[config.mk]
export PLATFORM = sky130hd
export DESIGN_NAME = pfs_supervisor
export DESIGN_NICKNAME = d
export VERILOG_FILES = /design/src/rtl/pfs_pkg.sv /design/src/rtl/pfs_flag_sync.sv /design/src/rtl/pfs_interval_timer.sv /design/src/rtl/pfs_state_ctrl.sv /design/src/rtl/pfs_supervisor.sv
export SDC_FILE = /design/constraint.sdc
export NUM_CORES = 1
export LEC_CHECK = 0
export BUFFER_PORTS_ARGS = -buffer_cell sky130_fd_sc_hd__buf_2
export CAP_MARGIN = 5
export CELL_PAD_IN_SITES_DETAIL_PLACEMENT = 0
export CELL_PAD_IN_SITES_GLOBAL_PLACEMENT = 1
export CORE_MARGIN = 5
export CORE_UTILIZATION = 27
export CTS_CLUSTER_DIAMETER = 120
export DETAILED_ROUTE_END_ITERATION = 12
export GPL_ROUTABILITY_DRIVEN = 0
export PLACE_DENSITY = 0.54
export SYNTH_ARGS = -nofsm -noshare
export SYNTH_HDL_FRONTEND = slang
export SYNTH_SLANG_ARGS = --single-unit
[constraint.sdc]
create_clock -name clk -period 4.2 [get_ports clk]
set_input_delay 0.21 -clock clk [delete_from_list [all_inputs] [get_ports clk]]
set_output_delay 0.21 -clock clk [all_outputs]
set_load 0.01 [all_outputs]
[src/rtl/pfs_pkg.sv]
package pfs_pkg;

    localparam int N_FLAGS = 4;

    // Bit positions inside the packed flag vector
    localparam int IDX_TRIP   = 0;
    localparam int IDX_SWITCH = 1;
    localparam int IDX_BELOW  = 2;
    localparam int IDX_FULL   = 3;

    typedef struct packed {
        logic above_full;
        logic below_batt;
        logic above_switch;
        logic above_trip;
    } supply_flags_t;

    function automatic supply_flags_t unpack_flags(input logic [N_FLAGS-1:0] v);
        supply_flags_t f;
        f.above_trip   = v[IDX_TRIP];
        f.above_switch = v[IDX_SWITCH];
        f.below_batt   = v[IDX_BELOW];
        f.above_full   = v[IDX_FULL];
        return f;
    endfunction

    function automatic int unsigned cnt_width(input int unsigned load);
        return (load < 2) ? 1 : $clog2(load + 1);
    endfunction

endpackage

[src/rtl/pfs_flag_sync.sv]
module pfs_flag_sync #(
    parameter int WIDTH  = 4,
    parameter int STAGES = 2
) (
    input  logic             clk,
    input  logic             rst,
    input  logic [WIDTH-1:0] async_i,
    output logic [WIDTH-1:0] sync_o
);
    logic [WIDTH-1:0] pipe [STAGES];

    genvar g;
    generate
        for (g = 0; g < STAGES; g++) begin : g_stage
            if (g == 0) begin : g_first
                always_ff @(posedge clk) begin
                    if (rst) pipe[g] <= '0;
                    else     pipe[g] <= async_i;
                end
            end else begin : g_next
                always_ff @(posedge clk) begin
                    if (rst) pipe[g] <= '0;
                    else     pipe[g] <= pipe[g-1];
                end
            end
        end
    endgenerate

    assign sync_o = pipe[STAGES-1];
endmodule

[src/rtl/pfs_interval_timer.sv]
module pfs_interval_timer
    import pfs_pkg::*;
#(
    parameter int LOAD = 16
) (
    input  logic clk,
    input  logic rst,
    input  logic restart,
    output logic done
);
    localparam int CW = cnt_width(LOAD);
    localparam logic [CW-1:0] LOAD_V = CW'(LOAD);

    logic [CW-1:0] cnt;

    always_ff @(posedge clk) begin
        if (rst || restart)  cnt <= LOAD_V;
        else if (cnt != '0)  cnt <= cnt - 1'b1;
    end

    assign done = (cnt == '0);
endmodule

[src/rtl/pfs_state_ctrl.sv]
module pfs_state_ctrl (
    input  logic clk,
    input  logic rst,
    input  logic trip_ok,
    input  logic below_batt,
    input  logic above_full,
    output logic hold,
    output logic armed
);
    logic trip_q;
    logic trip_fell;
    logic hold_clr;

    assign trip_fell = trip_q && !trip_ok;
    assign hold_clr  = below_batt || above_full;

    always_ff @(posedge clk) begin
        if (rst) begin
            trip_q <= 1'b0;
            hold   <= 1'b0;
            armed  <= 1'b0;
        end else begin
            trip_q <= trip_ok;
            // clear wins over set
            hold   <= (hold || trip_fell) && !hold_clr;
            armed  <= armed || trip_ok;
        end
    end
endmodule

[src/rtl/pfs_supervisor.sv]
module pfs_supervisor
    import pfs_pkg::*;
#(
    parameter int SYNC_STAGES     = 2,
    parameter int RECOVERY_CYCLES = 6,
    parameter int RESET_CYCLES    = 16
) (
    input  logic clk,
    input  logic rst,
    input  logic cmp_above_trip_i,
    input  logic cmp_above_switch_i,
    input  logic cmp_below_batt_i,
    input  logic cmp_above_full_i,
    output logic protect_o,
    output logic use_battery_o,
    output logic reset_n_o,
    output logic battery_enabled_o,
    output logic charge_enable_o
);
    logic [N_FLAGS-1:0] raw_vec;
    logic [N_FLAGS-1:0] sync_vec;
    supply_flags_t      fl;
    logic               hold;
    logic               armed;
    logic               rec_done;
    logic               rst_done;

    always_comb begin
        raw_vec            = '0;
        raw_vec[IDX_TRIP]   = cmp_above_trip_i;
        raw_vec[IDX_SWITCH] = cmp_above_switch_i;
        raw_vec[IDX_BELOW]  = cmp_below_batt_i;
        raw_vec[IDX_FULL]   = cmp_above_full_i;
    end

    pfs_flag_sync #(.WIDTH(N_FLAGS), .STAGES(SYNC_STAGES)) u_sync (
        .clk(clk), .rst(rst), .async_i(raw_vec), .sync_o(sync_vec)
    );

    assign fl = unpack_flags(sync_vec);

    pfs_state_ctrl u_state (
        .clk(clk), .rst(rst),
        .trip_ok(fl.above_trip), .below_batt(fl.below_batt), .above_full(fl.above_full),
        .hold(hold), .armed(armed)
    );

    pfs_interval_timer #(.LOAD(RECOVERY_CYCLES)) u_rec_tmr (
        .clk(clk), .rst(rst), .restart(!fl.above_trip), .done(rec_done)
    );

    pfs_interval_timer #(.LOAD(RESET_CYCLES)) u_rst_tmr (
        .clk(clk), .rst(rst), .restart(!fl.above_trip || hold), .done(rst_done)
    );

    assign protect_o         = !(fl.above_trip && rec_done);
    assign reset_n_o         = fl.above_trip && !hold && rst_done;
    assign charge_enable_o   = fl.above_trip;
    assign battery_enabled_o = armed;
    assign use_battery_o     = armed && !fl.above_switch;
endmodule

==> results.toml <==
[floorplanning]
fp.dieH_um = 61.26
initial_core_util = 0.2838
core-area_um2 = 2500
die_w_um = 61.26
dieArea_um2 = 3753
rows = 18
io_pins = 11

[grt]
grt-ovfl-total = 0
antenna_found_initial = 0
grt_use_total = 0.07334
grt_pass1_wl_um = 2014
grt_pass1_vias = 470
grt_max_degree = 15

[route]
wirelength_um = 1082
dr.first_iter.drc_count = 12
firstDrtPassIters = 4
wl_per_cell_um = 9.575
ant_nets = 0
drc = 0
viasPerCell = 4.088
routed-via-count = 462

[worst_hold_path]
worstHoldStart = "cmp_above_full_i"
hp-class = "in -> reg"
hold_depth = 2
hold_path_end = "u_sync.pipe[0][3]$_SDFF_PP0_"

[setup_path]
crit_fanout = 5
startpoint_type = "flop"
cp_data_required_time_ns = 3.99
worstPathArrival_ns = 1.76
crit_type = "reg -> out"
r2r-start = "u_rst_tmr.cnt[0]$_SDFFE_PP0P_"
worstRegToRegCells = 5
worstReg2RegEnd = "u_rst_tmr.cnt[0]$_SDFFE_PP0P_"
critPathCaptureType = "output port"
reg2reg_slack_ns = 2.70

[clocking]
numCtsBuffers = 3
postCtsSetupBuffers = 0
clkSinkCount = 19
post_cts_resized = 0
clk-insertion-delay-late_ns = 0.28
root_buffer = "clkbuf_4"
cts_max_level = 1
clk_pin_slew_ns = 0.10
postCtsHoldBufs = 0
cts_tree = "yes"
clockBufferDepth = 2

[final_layout]
drive_gt1_frac = 0.1807
n_antenna_cell = 0
final_common_cell = "dfxtp_1"
stdcell_count = 113
stdcell_area_um2 = 814.5
syn2layout_area_growth_pct = 14.81
final_nets = 94
mostFrequentLayoutCells = "dfxtp_1 (19), nor2b_1 (10), buf_2 (10), nor2_1 (9)"

[pwr]
power_density_nw_per_um2 = 366.5
vdd.ir_drop.worst_mv = 0.1925
p_leak_uw = 0.0003342

[synth]
netlist_area_um2 = 709.4
syn_avg_cell_area_um2 = 9.992
syn_inst = 71
yosysWarnings = 0
synth_top_area_cell = "dfxtp_1"
synth_fp_nets = 81
synth_top_area_frac = 0.5362
ys_types = 18
ys_seq_area_frac = 0.5362
synth_top_cells_by_area = "dfxtp_1 (54%), nor2b_1 (8.8%), ha_1 (7.1%), xnor2_1 (4.9%), nor2_1 (4.8%)"
synth-seq-cells = 19

[timing]
tns_ns = 0
slew_viol_final = 0
post-route-period-util = 0.4683
period_minus_slack_ns = 1.967
slew_headroom = 0.8225
worst_slack_ns = 2.233
finClkSkew_ns = 0.003146
rsz0062_at_grt = "no"
setup_violations = 0
hold_viol = 0
worst_slew_pin_slew_ns = 0.2642
max_freq_ghz = 0.5084

[place]
dpl.hpwl_um = 785.4
place_ws_ns = 2.558
io_buffer_count = 10
place_inst = 109
dpl_cell_area_um2 = 788.3

[flow_run]
drv_cap = 0

[status]
outcome = "finished clean"
-- layer usage --
metal	vias to the layer above	routed length (um)	GRT usage
met4	0	14	0.03715
met2	7	501	0.1133
met3	2	55	0.02516
li1	248	-	-
met5	-	0	0
met1	205	511	0.09033
-- stage by stage --
stage          hold WS (ns)  total power, uW  utilization
5_1_grt              0.1212            318.3       0.3258
3_3_place_gp         0.3836            215.3       0.3153
2_1_floorplan        0.2816            208.7            -
3_5_place_dp         0.3867            215.4       0.3153
4_1_cts              0.1128            305.8       0.3258
6_report             0.1252            298.5       0.3258
-- power by group --
part	switching [uW]	total (uW)	internal [uW]
sequential	3.09	190	187
combinational	10.3	21.2	10.9
clock	50.9	87.7	36.8
total	64.2	299	234
-- layout make-up --
cell class | count | area [um2]
clock buffers | 4 | 26.28
fillers | 256 | 1685
inverters | 5 | 18.77
multi-input cells | 45 | 301.5
flip-flops and latches | 19 | 380.4
well taps | 30 | 37.54
repair buffers | 10 | 50.05
-- critical path, cell delays in order, from the launching register on --
cell and delay (ns):
dfxtp_1 0.34, inv_1 0.08, ha_1 0.16, or4b_1 0.55, nor3_1 0.18, buf_2 0.16
-- worst max path at each step --
| stage | startpoint | end | slack (ns) | cells past startpoint |
|---|---|---|---|---|
| after global placement | u_rst_tmr.cnt[0]$_SDFFE_PP0P_ | reset_n_o | 2.59 | 5 |
| after CTS | u_rst_tmr.cnt[0]$_SDFFE_PP0P_ | reset_n_o | 2.22 | 5 |
| final | u_rst_tmr.cnt[0]$_SDFFE_PP0P_ | reset_n_o | 2.23 | 5 |
| after detailed placement | u_rst_tmr.cnt[0]$_SDFFE_PP0P_ | reset_n_o | 2.56 | 5 |
| after global routing | u_rst_tmr.cnt[0]$_SDFFE_PP0P_ | reset_n_o | 2.08 | 5 |
| after floorplan | u_rst_tmr.cnt[0]$_SDFFE_PP0P_ | reset_n_o | 2.63 | 5 |
-- flip-flops by register name (all words and copies together) (netlist names) --
signal / count
u_state.hold: 1
u_rst_tmr.cnt: 5
u_state.armed: 1
u_sync.pipe: 8
u_state.trip_q: 1
u_rec_tmr.cnt: 3
-- cell families (layout without fill, tap and decap cells) --
family | count (synthesis) | after routing | share of synthesized area
adder cells (fa/ha/maj) | 4 | 4 | 0.07055
AND/OR/NAND/NOR | 32 | 32 | 0.2363
flip-flops | 19 | 19 | 0.5361
XOR/XNOR | 4 | 4 | 0.04938
AO/OA/AOI/OAI | 2 | 2 | 0.02468
multiplexers | 3 | 3 | 0.04409
buffers and inverters | 7 | 19 | 0.03879
-- Yosys cell counts (all sizes together) --
cell type / instances
nor2b: 10
nor3: 3
dfxtp: 19
buf: 1
a21oi: 1
a211oi: 1
ha: 4
inv: 5
nand2: 5
mux2i: 2
or3: 1
mux2: 1
nor2: 9
nor4: 1
or4b: 1
xnor2: 4
nor3b: 2
clkbuf: 1
Note: power is estimated with default switching activity, not from simulation.
